==> src/rtl/dcache_wb.sv <==
module dcache_wb #(
  parameter int SETS = 4,
  parameter int WAYS = 4
) (
  input  logic        clk,
  input  logic        rst_n,
  input  logic        wb_mode,
  input  logic        cpu_req,
  input  logic        cpu_we,
  input  logic [31:0] cpu_addr,
  input  logic [31:0] cpu_wdata,
  output logic [31:0] cpu_rdata,
  output logic        cpu_ready,
  output logic        mem_req,
  output logic        mem_we,
  output logic [31:0] mem_addr,
  output logic [31:0] mem_wdata,
  input  logic [31:0] mem_rdata,
  input  logic        mem_ack
);
  localparam int IW = $clog2(SETS);
  localparam int WW = $clog2(WAYS);
  localparam int TW = 28 - IW;

  typedef enum logic [1:0] {IDLE, FILL, WTW} st_t;
  st_t st;

  logic [TW-1:0]        tag_q  [SETS][WAYS];
  logic [31:0]          data_q [SETS][WAYS][4];
  logic [WW-1:0]        age    [SETS][WAYS];
  logic [SETS*WAYS-1:0] vld, drt;

  logic [1:0]    beat, dbeat;
  logic [WW-1:0] fw, hw, vic, tw;
  logic          hit, found, buf_vld, drn;
  logic [27:0]   buf_la;
  logic [31:0]   buf_line [4];

  wire [IW-1:0] idx  = cpu_addr[4 +: IW];
  wire [TW-1:0] tg   = cpu_addr[31 -: TW];
  wire [1:0]    wd   = cpu_addr[3:2];
  wire          idle = (st == IDLE);
  wire          fill_busy = (st == FILL);
  wire          wt_wr = cpu_we && !wb_mode;
  wire          vic_dirty = vld[{idx, vic}] && drt[{idx, vic}];
  wire          buf_hit = buf_vld && (buf_la == cpu_addr[31:4]);
  wire          blk_full = !wt_wr && !hit && vic_dirty && buf_vld;
  wire          go = idle && cpu_req && (wt_wr || !hit) && !drn && !buf_hit && !blk_full;
  wire          drain_go = buf_vld && !drn && idle && !go;
  wire          fill_end = fill_busy && mem_ack && (beat == 2'd3);
  wire          wtw_end = (st == WTW) && mem_ack;
  wire          drain_end = drn && mem_ack && (dbeat == 2'd3);
  wire          touch = (idle && cpu_ready) || fill_end || (wtw_end && hit);
  wire          wr_hit = (idle && cpu_ready && cpu_we) || (wtw_end && hit);

  always_comb begin
    hit = 1'b0;
    hw  = '0;
    for (int w = 0; w < WAYS; w++)
      if (vld[{idx, WW'(w)}] && tag_q[idx][w] == tg) begin
        hit = 1'b1;
        hw  = WW'(w);
      end
  end

  always_comb begin
    vic   = '0;
    found = 1'b0;
    for (int w = 0; w < WAYS; w++)
      if (!found && !vld[{idx, WW'(w)}]) begin
        vic   = WW'(w);
        found = 1'b1;
      end
    if (!found)
      for (int w = 0; w < WAYS; w++)
        if (age[idx][w] == WW'(WAYS - 1)) vic = WW'(w);
  end

  assign tw        = fill_busy ? fw : hw;
  assign cpu_ready = (idle && cpu_req && hit && !wt_wr) || wtw_end;
  assign cpu_rdata = data_q[idx][hw][wd];
  assign mem_req   = drn || !idle;
  assign mem_we    = drn || (st == WTW);
  assign mem_addr  = drn ? {3'b000, buf_la[24:0], dbeat, 2'b00} :
                     fill_busy ? {cpu_addr[31:4], beat, 2'b00} : {cpu_addr[31:2], 2'b00};
  assign mem_wdata = drn ? buf_line[dbeat] : cpu_wdata;

  always_ff @(posedge clk or negedge rst_n) begin
    if (!rst_n) begin
      st      <= IDLE;
      beat    <= '0;
      dbeat   <= '0;
      fw      <= '0;
      vld     <= '0;
      drt     <= '0;
      buf_vld <= 1'b0;
      drn     <= 1'b0;
      for (int s = 0; s < SETS; s++)
        for (int w = 0; w < WAYS; w++) age[s][w] <= WW'(w);
    end else begin
      if (touch) begin
        for (int w = 0; w < WAYS; w++)
          if (age[idx][w] < age[idx][tw]) age[idx][w] <= age[idx][w] + 1'b1;
        age[idx][tw] <= '0;
      end
      if (idle && cpu_ready && cpu_we) drt[{idx, hw}] <= 1'b1;
      case (st)
        IDLE: if (go) begin
          if (wt_wr) st <= WTW;
          else begin
            st   <= FILL;
            beat <= '0;
            fw   <= vic;
            vld[{idx, vic}] <= 1'b0;
            drt[{idx, vic}] <= 1'b0;
            if (vic_dirty) buf_vld <= 1'b1;
          end
        end
        FILL: if (mem_ack) begin
          beat <= beat + 1'b1;
          if (beat == 2'd3) begin
            vld[{idx, fw}] <= 1'b1;
            st <= IDLE;
          end
        end
        default: if (mem_ack) st <= IDLE;
      endcase
      if (drain_go) begin
        drn   <= 1'b1;
        dbeat <= '0;
      end else if (drn && mem_ack) begin
        dbeat <= dbeat + 1'b1;
        if (drain_end) begin
          drn     <= 1'b0;
          buf_vld <= 1'b0;
        end
      end
    end
  end

  always_ff @(posedge clk) begin
    if (go && !wt_wr) begin
      tag_q[idx][vic] <= tg;
      if (vic_dirty) begin
        buf_la <= {tag_q[idx][vic], idx};
        for (int b = 0; b < 4; b++) buf_line[b] <= data_q[idx][vic][b];
      end
    end
    if (fill_busy && mem_ack) data_q[idx][fw][beat] <= mem_rdata;
    if (wr_hit) data_q[idx][hw][wd] <= cpu_wdata;
  end
endmodule

==> config.mk <==
export PLATFORM = sky130hd
export DESIGN_NAME = dcache_wb
export DESIGN_NICKNAME = d
export VERILOG_FILES = /design/src/rtl/dcache_wb.sv
export SDC_FILE = /design/constraint.sdc
export NUM_CORES = 2
export LEC_CHECK = 0
export ABC_AREA = 0
export BUFFER_PORTS_ARGS = -buffer_cell sky130_fd_sc_hd__buf_2
export CAP_MARGIN = 20
export CORE_ASPECT_RATIO = 1.75
export CORE_MARGIN = 3
export CORE_UTILIZATION = 60
export CTS_CLUSTER_SIZE = 40
export DETAILED_ROUTE_END_ITERATION = 8
export HOLD_SLACK_MARGIN = 0.08
export PLACE_DENSITY = 0.79
export SYNTH_ARGS = -nofsm -noshare
export SYNTH_HDL_FRONTEND = slang
export SYNTH_SLANG_ARGS = --single-unit
==> constraint.sdc <==
create_clock -name clk -period 11.4 [get_ports clk]
set_clock_uncertainty 0.15 [all_clocks]
set_input_delay 0.57 -clock clk [delete_from_list [all_inputs] [get_ports clk]]
set_output_delay 0.57 -clock clk [all_outputs]
set_load 0.01 [all_outputs]
==> run summary <==
status: finished, final reports clean
Synth Area per Inst: 17.44 µm²
Pre-antenna DRT Iters: 7
FF+latch area: 80,560 µm²
XOR/XNOR Fraction of Synth Area: 0.9030%
Fmax: 0.1201 GHz
CP peak stage delay: 820 ps
cell count after synthesis: 6,731
HP Class: input port to register
worst skew pair latency: 900 ps
Area growth syn-to-layout: 10.30%
crit path from: cpu_addr[4]
DP Wirelength: 225,700 µm
Fill cells: 12,550
Ys Warns: 0
post-synthesis simple-gate area fraction: 4.834%
mux contribution to synthesized area: 19.34%
max-slew violations: 0
largest family of logic cells by synthesized area: multiplexers
Setup Viol. Count Final: 0
unrepaired setup endpoints after global routing: no
footprint of the multi-input gates: 35,070 µm²
crit share post-route: 73.06%
count of cell types in the netlist: 92
vias per cell: 7.372
Routed WL: 376,800 µm
buffers added on ports: 196
Routed Antenna Nets: 0
Clock Sinks: 2,694
worst slew pin tran: 1254 ps
maximum number of pins on one net before global-route repair: 161
Clock Pin Slew Worst Setup and Hold Paths: 60 ps
initial DRC count: 10,430
Req. time, crit path: 10,680 ps
leak pwr: 42.65 nW
startpoint types: input port
# rows: 214
first-pass GRT wire length: 529,000 µm
number of max-cap violations: 0
routed len/inst: 39.02 µm
number of global-route vias before repair: 71,590
fraction of layout cells with a size suffix above 1: 30.00%
Crit path max-delay family: buffers and inverters
CP max FO: 56
Core Footprint: 194,400 µm²
via count: 71,190
total gr overflow: 0
mapped cell area: 117,400 µm²
initial core utilization: 60.38%
drt drc: 0
min-delay src: cpu_addr[11]
Max clock buf depth: 4
crit-path most repeated cell: buf_4
CP Cell Sequence: buf_8 -> buf_4 -> mux4_2 -> xnor2_1 -> nand4_1 -> nor4_1 -> nand3_4 -> nor3b_4 -> buf_4 -> buf_4 -> a22oi_1 -> o21ai_0 -> o21ai_0 -> o21ai_1 -> buf_2
CTS tree: done
Worst path slowest cell: o21ai_1
Critical Path End Type: primary output
gr usage total: 37.59%
final number of hold-violating endpoints: 0
Seq cells post-synth: 2,694
complex-gate fraction of the synthesized area: 4.052%
clock root buffer: clkbuf_16
CTS buffer count: 231
fraction of the mapped netlist area in adder cells: 0.1386%
Die Width: 340.3 µm
GPL Wtd Cong: 0.9480
top-level port count: 201
reg2reg start: tag_q[1][54]
Util after Layout: 66.60%
Layout Nets: 6,977
minimum clock period: 8329 ps
sequential share of the synthesized area: 68.63%
peak supply drop: 0.0001683 V
# Post-CTS Setup Buffers: 0
post-route setup TNS: 0 ps
async set-reset flop share out of synthesis: 2.747%
Buffers & Inverters on Critical Path: 5
Die Y: 591.1 µm
Post-synth EDFFs: 2,620
Power Dens Cells: 172.4 nW/µm²
Top FF cell, synth: edfxtp_1
die area: 201,200 µm²
initial antenna violation count: 40
Slew Limit Headroom: 16.43%
CTS H-tree depth: 4
crit path DAT: 7610 ps
Setup CP Type: input port to primary output
## area by class of cell
| class | count | area share (%) |
|---|---|---|
| Clock buffer | 283 | 4.688 |
| Multi-Input combinational cell | 3479 | 27.09 |
| Antenna cell | 24 | 0.04639 |
| Sequential cell | 2694 | 62.23 |
| Timing Repair Buffer | 406 | 2.368 |
| Inverter | 50 | 0.1450 |
| Tap cell | 2592 | 2.505 |
| Clock inverter | 129 | 0.9308 |
## final timing paths
path	endpoint	slack [ps]	cells after the start
max	cpu_rdata[19]	3070	15
min	tag_q[0][83]	160	1
max reg2reg	age[29]	4340	15
min reg2reg	age[8]	330	2
max in group asynchronous	age[27]	9870	5
min in group asynchronous	dbeat[0]	540	4
## flip-flops by register name (all words and copies together) (netlist names), 16 cells and up
name,cells
vld,16
buf_la,28
tag_q,416
data_q,2048
age,32
drt,16
buf_line,128
## metal layers
layer | global-route usage, % | routed length (µm) | vias up
met3 | 11.48 | 51780 | 1865
met1 | 43.18 | 109300 | 35790
met2 | 58.71 | 177800 | 6258
met4 | 30.30 | 37790 | 30
li1 | - | - | 27240
met5 | 0.02367 | 190 | -
## through the flow
stage	setup WS, ps	hold slack, ps	instance area [µm²]	std cells	power [W]
2_1_floorplan	1320	124.4	117400	6732	0.01337
3_3_place_gp	3140	310.9	121400	9173	0.01445
3_5_place_dp	3213	310.3	121700	9184	0.01456
4_1_cts	3210	109.2	129200	9624	0.02219
5_1_grt	3009	135.1	129400	9635	0.02281
6_report	3071	157.6	129500	9657	0.02231
## worst reg2reg max path: cells and delay by family (launching register included)
kind            cells  cell delay, ps
simple gates        5            2000
compound gates      5            1350
buf+inv             2            1460
fa+ha+maj           1             370
mux                 1             500
xor+xnor            1             700
flops               1             390
## kinds of logic after synthesis
| family | Yosys count |
|---|---|
| XOR/XNOR | 121 |
| AND/OR/NAND/NOR | 1285 |
| flip-flops | 2694 |
| AO/OA/AOI/OAI | 693 |
| multiplexers | 1365 |
| buffers and inverters | 559 |
| other | 1 |
| adder cells (fa/ha/maj) | 13 |
## timing repair
action	CTS	global route
gates resized for setup	0	0
endpoints found under the hold margin	457	8
hold buffers	28	1
## cell usage in the layout (no fill, tap or decap), types with 96 or more instances in the layout
| master | count |
|---|---|
| buf_4 | 155 |
| buf_2 | 193 |
| nor2_1 | 129 |
| and3_1 | 150 |
| edfxtp_1 | 2620 |
| a31oi_1 | 153 |
| a22oi_1 | 119 |
| mux2_2 | 602 |
| o21ai_0 | 116 |
| mux4_2 | 661 |
| xnor2_1 | 96 |
| nand2_1 | 721 |
| clkbuf_16 | 233 |
## report_power, final
part / switching [W] / internal, W
Clock: 0.00358 / 0.00423
Sequential: 0.000117 / 0.0112
Combinational: 0.00218 / 0.00105
Total: 0.00587 / 0.0164
## cells in the mapped netlist, drive strengths merged, types with 49 or more instances
cell    count  area [µm²]
a31oi     153       957.2
o21ai     122       610.6
buf       205        1132
dfrtp      58        1451
xnor2      96       840.8
nor2      206       773.2
a21oi      66       330.3
mux2      611        6884
a22oi     119       893.4
mux4      661       14890
inv        49       183.9
nand2     743        2789
and3      151       944.7
mux2i      93       930.9
edfxtp   2620       78680
clkbuf    304        1141
(Power assumes the default switching activity.)
